## src/rtl/irq_route_pkg.sv

```systemverilog
package irq_route_pkg;

    localparam int NUM_IRQ   = 16;
    localparam int NUM_FN    = 8;
    localparam int NUM_PIN   = 4;
    localparam int NUM_SRC   = NUM_FN + NUM_PIN;
    localparam int FN_W      = $clog2(NUM_FN);
    localparam int ROUTE_W   = 8;
    localparam int PIN_RT_W  = 4;

    localparam int IRQ_FORBIDDEN = 2;
    localparam int IDE_IRQ_BASE  = 14;
    localparam int IDE_CHANS     = 2;

    localparam logic [7:0] LINE_ADDR    = 8'h3C;
    localparam logic [7:0] ERR_CLR_ADDR = 8'h5F;
    localparam logic [7:0] ROUTE_OFF_LO = 8'h00;
    localparam logic [7:0] ROUTE_OFF_HI = 8'hFF;

    typedef enum logic {
        ERR_IDLE,
        ERR_HELD
    } err_state_e;

    // Highest legal IRQ for a source; sources at or above NUM_FN are pins.
    function automatic int src_ceiling(input int src);
        if (src == 2 || src == 3 || src == 5)
            return 14;
        return NUM_IRQ - 1;
    endfunction

    // Function-0 byte address that holds the route nibble of a pin.
    function automatic logic [7:0] pin_byte(input int pin);
        case (pin)
            0:       return 8'h55;
            1:       return 8'h56;
            2:       return 8'h56;
            default: return 8'h57;
        endcase
    endfunction

    // 1 when the pin's nibble is the upper half of its byte.
    function automatic logic pin_upper(input int pin);
        return (pin != 1);
    endfunction

endpackage

```

## src/rtl/irq_route_regs.sv

```systemverilog
module irq_route_regs
    import irq_route_pkg::*;
#(
    parameter int N_FN    = NUM_FN,
    parameter int N_PIN   = NUM_PIN,
    parameter int N_SRC   = N_FN + N_PIN,
    parameter int F_W     = $clog2(N_FN),
    parameter int RT_W    = ROUTE_W,
    parameter int PRT_W   = PIN_RT_W
) (
    input  logic                        clk,
    input  logic                        rst_n,
    input  logic                        cfg_we,
    input  logic [F_W-1:0]              cfg_func,
    input  logic [7:0]                  cfg_addr,
    input  logic [RT_W-1:0]             cfg_wdata,
    output logic [N_SRC-1:0][RT_W-1:0]  src_route,
    output logic                        err_clr
);

    localparam int PAD_W = RT_W - PRT_W;

    logic [N_FN-1:0][RT_W-1:0]   line_q;
    logic [N_PIN-1:0][PRT_W-1:0] pin_q;
    logic                        fn0_sel;

    assign fn0_sel = cfg_we && (cfg_func == '0);

    always_ff @(posedge clk) begin
        if (!rst_n) begin
            line_q <= '0;
            pin_q  <= '0;
        end else if (cfg_we) begin
            for (int f = 1; f < N_FN; f++) begin
                if (cfg_func == F_W'(f) && cfg_addr == LINE_ADDR)
                    line_q[f] <= cfg_wdata;
            end
            if (cfg_func == '0) begin
                for (int p = 0; p < N_PIN; p++) begin
                    if (cfg_addr == pin_byte(p)) begin
                        if (pin_upper(p))
                            pin_q[p] <= cfg_wdata[RT_W-1 -: PRT_W];
                        else
                            pin_q[p] <= cfg_wdata[PRT_W-1:0];
                    end
                end
            end
        end
    end

    assign err_clr = fn0_sel && (cfg_addr == ERR_CLR_ADDR) && cfg_wdata[0];

    for (genvar s = 0; s < N_SRC; s++) begin : g_src
        if (s < N_FN) begin : g_fn
            assign src_route[s] = line_q[s];
        end else begin : g_pin
            assign src_route[s] = {{PAD_W{1'b0}}, pin_q[s-N_FN]};
        end
    end

endmodule

```

## src/rtl/irq_route_decode.sv

```systemverilog
module irq_route_decode
    import irq_route_pkg::*;
#(
    parameter int N_FN  = NUM_FN,
    parameter int N_SRC = NUM_SRC,
    parameter int N_IRQ = NUM_IRQ,
    parameter int RT_W  = ROUTE_W
) (
    input  logic [N_SRC-1:0][RT_W-1:0]  src_route,
    input  logic [N_SRC-1:0]            src_lvl,
    output logic [N_SRC-1:0][N_IRQ-1:0] src_hit,
    output logic [N_SRC-1:0]            src_bad
);

    for (genvar s = 0; s < N_SRC; s++) begin : g_src
        localparam int CEIL = (s < N_FN) ? src_ceiling(s) : (N_IRQ - 1);

        logic off;
        logic bad;
        logic good;

        assign off  = (src_route[s] == ROUTE_OFF_LO) || (src_route[s] == ROUTE_OFF_HI);
        assign bad  = !off && ((src_route[s] == RT_W'(IRQ_FORBIDDEN))
                               || (src_route[s] > RT_W'(CEIL)));
        assign good = !off && !bad;

        always_comb begin
            for (int j = 0; j < N_IRQ; j++)
                src_hit[s][j] = good && src_lvl[s] && (src_route[s] == RT_W'(j));
        end

        assign src_bad[s] = bad && src_lvl[s];
    end

endmodule

```

## src/rtl/irq_route_merge.sv

```systemverilog
module irq_route_merge
    import irq_route_pkg::*;
#(
    parameter int N_SRC  = NUM_SRC,
    parameter int N_IRQ  = NUM_IRQ,
    parameter int N_IDE  = IDE_CHANS,
    parameter int IDE_LO = IDE_IRQ_BASE
) (
    input  logic [N_SRC-1:0][N_IRQ-1:0] src_hit,
    input  logic [N_IDE-1:0]            ide_chan_irq,
    output logic [N_IRQ-1:0]            isa_irq
);

    logic [N_IRQ-1:0] routed;

    always_comb begin
        routed = '0;
        for (int s = 0; s < N_SRC; s++)
            routed = routed | src_hit[s];
    end

    for (genvar j = 0; j < N_IRQ; j++) begin : g_irq
        if (j >= IDE_LO && j < IDE_LO + N_IDE) begin : g_ide
            assign isa_irq[j] = routed[j] | ide_chan_irq[j-IDE_LO];
        end else begin : g_plain
            assign isa_irq[j] = routed[j];
        end
    end

endmodule

```

## src/rtl/irq_route_errflag.sv

```systemverilog
module irq_route_errflag
    import irq_route_pkg::*;
(
    input  logic clk,
    input  logic rst_n,
    input  logic illegal_any,
    input  logic err_clr,
    output logic route_err
);

    err_state_e state_q;
    err_state_e state_d;

    always_ff @(posedge clk) begin
        if (!rst_n)
            state_q <= ERR_IDLE;
        else
            state_q <= state_d;
    end

    always_comb begin
        state_d = state_q;
        unique case (state_q)
            ERR_IDLE: if (illegal_any)             state_d = ERR_HELD;
            ERR_HELD: if (err_clr && !illegal_any) state_d = ERR_IDLE;
            default:                               state_d = ERR_IDLE;
        endcase
    end

    always_comb begin
        route_err = (state_q == ERR_HELD);
    end

endmodule

```

## src/rtl/irq_route_matrix.sv

```systemverilog
module irq_route_matrix
    import irq_route_pkg::*;
#(
    parameter int N_FN  = NUM_FN,
    parameter int N_PIN = NUM_PIN,
    parameter int N_IRQ = NUM_IRQ,
    parameter int N_IDE = IDE_CHANS,
    parameter int F_W   = $clog2(N_FN)
) (
    input  logic              clk,
    input  logic              rst_n,
    input  logic              cfg_we,
    input  logic [F_W-1:0]    cfg_func,
    input  logic [7:0]        cfg_addr,
    input  logic [7:0]        cfg_wdata,
    input  logic [N_FN-1:1]   fn_irq_lvl,
    input  logic [N_PIN-1:0]  pci_pin_lvl,
    input  logic [N_IDE-1:0]  ide_chan_irq,
    output logic [N_IRQ-1:0]  isa_irq,
    output logic              route_err
);

    localparam int N_SRC = N_FN + N_PIN;

    logic [N_SRC-1:0][ROUTE_W-1:0] src_route;
    logic [N_SRC-1:0][N_IRQ-1:0]   src_hit;
    logic [N_SRC-1:0]              src_bad;
    logic [N_SRC-1:0]              src_lvl;
    logic                          err_clr;
    logic                          illegal_any;

    // Function 0 is not itself a source; its slot stays low.
    assign src_lvl     = {pci_pin_lvl, fn_irq_lvl, 1'b0};
    assign illegal_any = |src_bad;

    irq_route_regs #(
        .N_FN (N_FN),
        .N_PIN(N_PIN),
        .N_SRC(N_SRC),
        .F_W  (F_W)
    ) regs_i (
        .clk      (clk),
        .rst_n    (rst_n),
        .cfg_we   (cfg_we),
        .cfg_func (cfg_func),
        .cfg_addr (cfg_addr),
        .cfg_wdata(cfg_wdata),
        .src_route(src_route),
        .err_clr  (err_clr)
    );

    irq_route_decode #(
        .N_FN (N_FN),
        .N_SRC(N_SRC),
        .N_IRQ(N_IRQ)
    ) decode_i (
        .src_route(src_route),
        .src_lvl  (src_lvl),
        .src_hit  (src_hit),
        .src_bad  (src_bad)
    );

    irq_route_merge #(
        .N_SRC(N_SRC),
        .N_IRQ(N_IRQ),
        .N_IDE(N_IDE)
    ) merge_i (
        .src_hit     (src_hit),
        .ide_chan_irq(ide_chan_irq),
        .isa_irq     (isa_irq)
    );

    irq_route_errflag errflag_i (
        .clk        (clk),
        .rst_n      (rst_n),
        .illegal_any(illegal_any),
        .err_clr    (err_clr),
        .route_err  (route_err)
    );

endmodule

```

## config.mk

```make
export PLATFORM = sky130hd
export DESIGN_NAME = irq_route_matrix
export DESIGN_NICKNAME = d
export VERILOG_FILES = /design/src/rtl/irq_route_pkg.sv /design/src/rtl/irq_route_regs.sv /design/src/rtl/irq_route_decode.sv /design/src/rtl/irq_route_merge.sv /design/src/rtl/irq_route_errflag.sv /design/src/rtl/irq_route_matrix.sv
export SDC_FILE = /design/constraint.sdc
export NUM_CORES = 1
export LEC_CHECK = 0
export CAP_MARGIN = 20
export CELL_PAD_IN_SITES_DETAIL_PLACEMENT = 0
export CELL_PAD_IN_SITES_GLOBAL_PLACEMENT = 2
export CORE_ASPECT_RATIO = 1.1
export CORE_MARGIN = 10
export CORE_UTILIZATION = 36
export DETAILED_ROUTE_END_ITERATION = 8
export GPL_TIMING_DRIVEN = 0
export PLACE_DENSITY = 0.94
export SLEW_MARGIN = 20
export SYNTH_ARGS = -nofsm -noshare
export SYNTH_HDL_FRONTEND = slang
export SYNTH_SLANG_ARGS = --single-unit
```

## constraint.sdc

```tcl
create_clock -name clk -period 3.8 [get_ports clk]
set_input_delay 0.57 -clock clk [delete_from_list [all_inputs] [get_ports clk]]
set_output_delay 0.57 -clock clk [all_outputs]
set_load 0.01 [all_outputs]
```

---- Word-level counts from Yosys, hierarchy flattened ----
Index checks and enable logic that the tools add are counted.
operators by class
  reductions and logical operators ........ 295
  bitwise gates (word level) .............. 13
  div/mod/pow operators ................... 0
  equality and inequality tests ........... 184
  shifts and indexed selects .............. 0
  add/subtract/negate cells ............... 0
  magnitude comparators ................... 11
  $mul .................................... 0
  multiplexer cells ....................... 12
operators with widths
  operator                                                                count
  8-bit by 4-bit equality test with 1-bit output (second input constant)  56
  1-bit logical AND                                                       231
  8-bit by 3-bit equality test with 1-bit output (second input constant)  28
  16-bit bitwise OR                                                       10
  4-bit equality test (second input constant)                             32
  8-bit by 2-bit equality test with 1-bit output (second input constant)  14
  8-bit logical NOT                                                       11
  8-bit two-way mux                                                       9
  4-bit by 3-bit equality test with 1-bit output (second input constant)  16
  8-bit by 1-bit equality test with 1-bit output (second input constant)  7
  8-bit equality test (second input constant)                             7
  8-bit by 4-bit > comparator with 1-bit output (second input constant)   7
  4-bit by 2-bit equality test with 1-bit output (second input constant)  8
  8-bit equality test                                                     3
  1-bit logical NOT                                                       23
  1-bit logical OR                                                        18
  4-bit by 1-bit equality test with 1-bit output (second input constant)  4
  4-bit > comparator (second input constant)                              4
  2-bit AND reduction                                                     7
  3-bit equality test (second input constant)                             4
  11-bit OR reduction                                                     1
  3-bit AND reduction                                                     3
  8-bit by 6-bit equality test with 1-bit output (second input constant)  1
  8-bit by 7-bit equality test with 1-bit output (second input constant)  1
  other kinds (7)                                                         10
storage, ports and cells
  bits of input ports ..................... 35
  memory bits (writable) .................. 0
  memories kept ........................... 0
  output and inout bits ................... 17
  flip-flop bits (word level) ............. 73
  ROM bits ................................ 0
  bits in latches ......................... 0
  word-level logic and storage cells ...... 527

---- Longest topological paths before layout ----
  depth in word-level cells ............... 19
  gate-level depth with buffers ........... 6
  depth with buffers taken out ............ 5

---- Hierarchy ----
A second synthesis with hierarchy kept.
unflattened totals
  cells, all modules ...................... 731
  area, all modules ....................... 5,560.3 sq um
by module, submodules not included
  module             cells an instance  instances  area each (sq um)  sequential area each (sq um)
  irq_route_regs     286                1          2,946.6            1,441.4
  irq_route_decode   371                1          2,157.1            0.0
  irq_route_merge    66                 1          387.9              0.0
  irq_route_errflag  3                  1          41.3               20.0
  irq_route_matrix   5                  1          27.5               0.0

---- Least setup slack after synthesis ----
OpenSTA, ideal clock, no wires.
  path type ............................... reg-to-output
  start ................................... reg regs_i.line_q (netlist bit regs_i.src_route[37])
  end ..................................... out isa_irq[10]
  required time ........................... 3.230 ns
  buffers on the path ..................... 0
  cell stages (with the launch flop) ...... 6
  path slack .............................. 1.488 ns
  data arrival time ....................... 1.742 ns
  path through ............................ dfxtp_1 nor4_4 nand2_2 or4b_4 or3b_1 nand4_1
between the ends
  longest elaborated chain between the ends .. 16
  elaborated cells between the ends (all ways) .. 21
  classes of those cells .................. 1 x order compare; 3 x eq/ne; 8 x bitwise; 9 x reduce/logical
RTL lines
  element                                                                                                RTL line                RTL
  from (decl)                                                                                            irq_route_regs.sv:23    logic [N_FN-1:0][RT_W-1:0] line_q;
  from (signal, indexed assignment)                                                                      irq_route_regs.sv:36    line_q[f] <= cfg_wdata;
  parallel branches: the longest is 7 deep, another holds 8-bit by 4-bit > comparator with 1-bit output  -
  1-bit logical AND *                                                                                    irq_route_decode.sv:29  src_hit[s][j] = good && src_lvl[s] && (src_route[s] == RT_W'(j));
  16-bit bitwise OR * (8 in series)                                                                      irq_route_merge.sv:19   routed = routed | src_hit[s];
  to (decl)                                                                                              irq_route_matrix.sv:19  output logic [N_IRQ-1:0] isa_irq,
Every way passes the cells marked *.

---- Worst setup path in the final report ----
  start ................................... reg regs_i.line_q (netlist bit regs_i.src_route[52])
  end ..................................... out isa_irq[14]
between the ends
  longest elaborated chain between the ends .. 15
  elaborated cells between the ends (all ways) .. 20
  classes of those cells .................. 1 x order compare; 3 x eq/ne; 7 x bitwise; 9 x reduce/logical
RTL lines
  element                                                                                                RTL line                RTL
  parallel branches: the longest is 7 deep, another holds 8-bit by 4-bit > comparator with 1-bit output  -
  1-bit logical AND *                                                                                    irq_route_decode.sv:29
  16-bit bitwise OR * (6 in series)                                                                      irq_route_merge.sv:19
  1-bit bitwise OR *                                                                                     irq_route_merge.sv:24   assign isa_irq[j] = routed[j] | ide_chan_irq[j-IDE_LO];
Marked as above.

==> results.sh <==
export IMPL_start_util=0.366
export IMPL_area_growth_synth_to_final_pct=20.0
export IMPL_yosysWarnings=0
export IMPL_io_pins=52
export IMPL_p_total_mw=1.85
export IMPL_dieArea_um2=18400
export IMPL_place_gp_congestion=0.994
export IMPL_startpoint_type="flip-flop"
export IMPL_timing_rr_start="regs_i.src_route[12]"
export IMPL_fmaxAchievable_ghz=0.277
export IMPL_seqCellArea_um2=1460
export IMPL_finalCritPeriodShare=0.950
export IMPL_grt_setup_unrepaired="false"
export IMPL_rr_endpoint="errflag_i.route_err"
export IMPL_multi_input_area_um2=3150
export IMPL_synth_edff_count=0
export IMPL_slew_violations=0
export IMPL_cts_root_buf="clkbuf_16"
export IMPL_path_max_fanout=7
export IMPL_netlist_instances=633
export IMPL_core_area_um2=13200
export IMPL_clkTransAtPathRegs_ns=0.06
export IMPL_clk_latency_ns=0.33
export IMPL_grt_use_total=0.191
export IMPL_ys_flop_type="dfxtp_1"
export IMPL_hold_viol_final=0
export IMPL_hold_depth=2
export IMPL_clockBufferDepth=2
export IMPL_n_antenna_cell=0
export IMPL_synth_area_um2=4810
export IMPL_numClockSinks=73
export IMPL_power_density_nw_per_um2=320
export IMPL_synth_distinct_cells=61
export IMPL_worstSetupEndpointType="primary output"
export IMPL_hold_path_endpoint="regs_i.src_route[45]"
export IMPL_numCtsBuffers=9
export IMPL_tightest_slew_ns=0.772
export IMPL_post_cts_resized=0
export IMPL_rr_worst_depth=5
export IMPL_finalWirelength_mm=17.7
export IMPL_dpl_hpwl_mm=13.7
export IMPL_cts_tree="done"
export IMPL_num_rows=44
export IMPL_cap_violations=0
export IMPL_viasPerCell=6.03
export IMPL_grt_pass1_wl_mm=27.1
export IMPL_grt_pass1_vias=4722
export IMPL_antenna_left=0
export IMPL_grt_max_degree=13
export IMPL_p_leak_nw=1.95
export IMPL_postCtsHoldBufs=0
export IMPL_synthArstFlopShare=0
export IMPL_port_buffers=41
export IMPL_fin_nets=721
export IMPL_drc_errors=0
export IMPL_grt_overflow=0
export IMPL_die_h_um=141
export IMPL_antenna_found_initial=0
export IMPL_setup_violations=0
export IMPL_relSlewSlack=0.472
export IMPL_required_ns=3.23
export IMPL_num_fill_cells=1359
export IMPL_h_tree_depth=3
export IMPL_syn_avg_cell_area_um2=7.60
export IMPL_crit_type="reg -> out"
export IMPL_drive_gt1_frac=0.0564
export IMPL_r2r_setup_slack_ns=1.81
export IMPL_num_vias=5136
export IMPL_clock_skew_ns=0.00256
export IMPL_min_from="regs_i.src_route[45]"
export IMPL_min_path_type="reg -> reg"
export IMPL_post_cts_buffers=0
export IMPL_ys_ff_latch=73
export IMPL_peakVddDrop_uv=247
export IMPL_dr_pass1_iters=5
export IMPL_period_minus_slack_ns=3.61
export IMPL_setup_tns_ns=0
export IMPL_wl_per_cell_um=20.7
export IMPL_yosysSeqAreaShare=0.304
export IMPL_status="finished clean"
export IMPL_drt_iter0_drc=475
export IMPL_dieWidth_um=130
export IMPL_critPathArrivalTime_ns=3.04
cell usage after synthesis, types with 2 or more instances:
master,n,area (um^2)
nand3b_1,12,90.1
o31ai_1,2,15.0
a211oi_1,6,45.0
nor3b_1,10,75.1
nor3b_2,2,25.0
nand2_1,67,251
nor2_1,75,282
dfxtp_1,73,1460
o21ai_0,30,150
and3b_1,6,52.6
o221ai_1,2,17.5
nor4b_1,5,43.8
mux2i_1,44,440
nor4_4,2,42.5
nand3_1,28,140
a22oi_1,13,97.6
and4_1,2,17.5
o2111ai_1,2,17.5
a2111oi_0,2,17.5
a31oi_1,6,37.5
buf_1,2,7.51
nand4b_1,5,43.8
nor2b_1,19,119
clkbuf_1,33,124
and3_1,8,50.1
o32ai_1,2,17.5
buf_4,3,22.5
or3_1,9,56.3
or4_1,4,30.0
nand2b_1,17,106
nor3_1,22,110
a221oi_1,3,26.3
or2_2,2,12.5
inv_1,7,26.3
and4b_1,2,20.0
nor3_4,3,48.8
nand4_1,22,138
o22ai_1,13,81.3
nor4_1,9,56.3
a21oi_1,38,190
layer usage:
| layer | share of wire | vias to the layer above | global-route usage |
|---|---|---|---|
| met4 | 0.031 | 0 | 0.0788 |
| met5 | 0 | - | 0 |
| met2 | 0.48 | 175 | 0.306 |
| li1 | - | 2441 | - |
| met3 | 0.057 | 36 | 0.0317 |
| met1 | 0.43 | 2484 | 0.246 |
worst max path at each step:
| stage | slack (ns) | end | cells past startpoint | startpoint |
|---|---|---|---|---|
| finish | 0.19 | isa_irq[14] | 6 | regs_i.src_route[52] |
| global route | 0.07 | isa_irq[14] | 6 | regs_i.src_route[52] |
| CTS | 0.26 | isa_irq[14] | 6 | regs_i.src_route[52] |
| detailed placement | 0.29 | isa_irq[15] | 7 | pci_pin_lvl[1] |
| global placement | 0.24 | isa_irq[15] | 7 | pci_pin_lvl[3] |
| floorplan | 1.49 | isa_irq[10] | 5 | regs_i.src_route[37] |
through the flow:
| step | util | instances | hold slack [ns] | setup slack, ns | instance area (um^2) |
|---|---|---|---|---|---|
| after floorplan | - | 634 | 0.452 | 1.49 | 4820 |
| after global placement | 0.413 | 836 | 0.466 | 0.243 | 5430 |
| after detailed placement | 0.413 | 836 | 0.476 | 0.293 | 5430 |
| after global routing | 0.439 | 852 | 0.515 | 0.0690 | 5770 |
| final | 0.439 | 852 | 0.487 | 0.191 | 5770 |
| after CTS | 0.439 | 852 | 0.484 | 0.256 | 5770 |
power by group:
group | total, mW | switching (mW) | internal [mW]
combinational | 0.109 | 0.0686 | 0.0407
clock | 0.973 | 0.315 | 0.658
sequential | 0.766 | 0.000201 | 0.766
critical path, stage by stage, from the launching register on:
cell and delay [ns]:
dfxtp_1 0.34, nor4_4 0.60, nand3_1 0.21, nor3b_1 0.63, a211oi_1 0.25, nand4_1 0.12, clkdlybuf4s50_1 0.55
cell type report:
| type | count | share of cell area |
|---|---|---|
| inverters | 8 | 0.00520 |
| flip-flops and latches | 73 | 0.253 |
| clock buffers | 11 | 0.0420 |
| repair buffers | 41 | 0.0711 |
| plain buffers | 41 | 0.0303 |
| multi-input cells | 512 | 0.546 |
| well taps | 161 | 0.0349 |
| clock inverters | 5 | 0.0178 |
cells in the final DEF (no fill, tap or decap), types with 3 or more instances in the layout:
master            n
nor2_1           75
nand3_1          28
buf_4             3
bufinv_16         3
nand3b_1         12
a221oi_1          3
nor3_1           22
and3_1            8
dfxtp_1          73
or4_1             4
nand4b_1          5
clkbuf_16         9
clkbuf_1         34
nand4_1          22
nor4b_1           5
nand2b_1         17
nor2b_1          19
inv_1             7
clkdlybuf4s50_1  41
a31oi_1           6
nand2_1          67
or3_1             9
a211oi_1          6
nor3_4            3
and3b_1           6
o21ai_0          30
a21oi_1          38
mux2i_1          44
o22ai_1          13
nor3b_1          10
a22oi_1          13
nor4_1            9
cell families (layout without fill, tap and decap cells):
family,after synthesis,after routing,synth area share
compound gates,127,127,0.164
buf+inv,49,106,0.0426
other cells,1,2,0.000779
flops,73,73,0.304
mux,44,44,0.0915
simple gates,339,339,0.398
registers in the layout, indices dropped and copies added (netlist names):
name / cells
errflag_i.route_err: 1
regs_i.src_route: 72
Note: power is estimated with default switching activity, not from simulation.
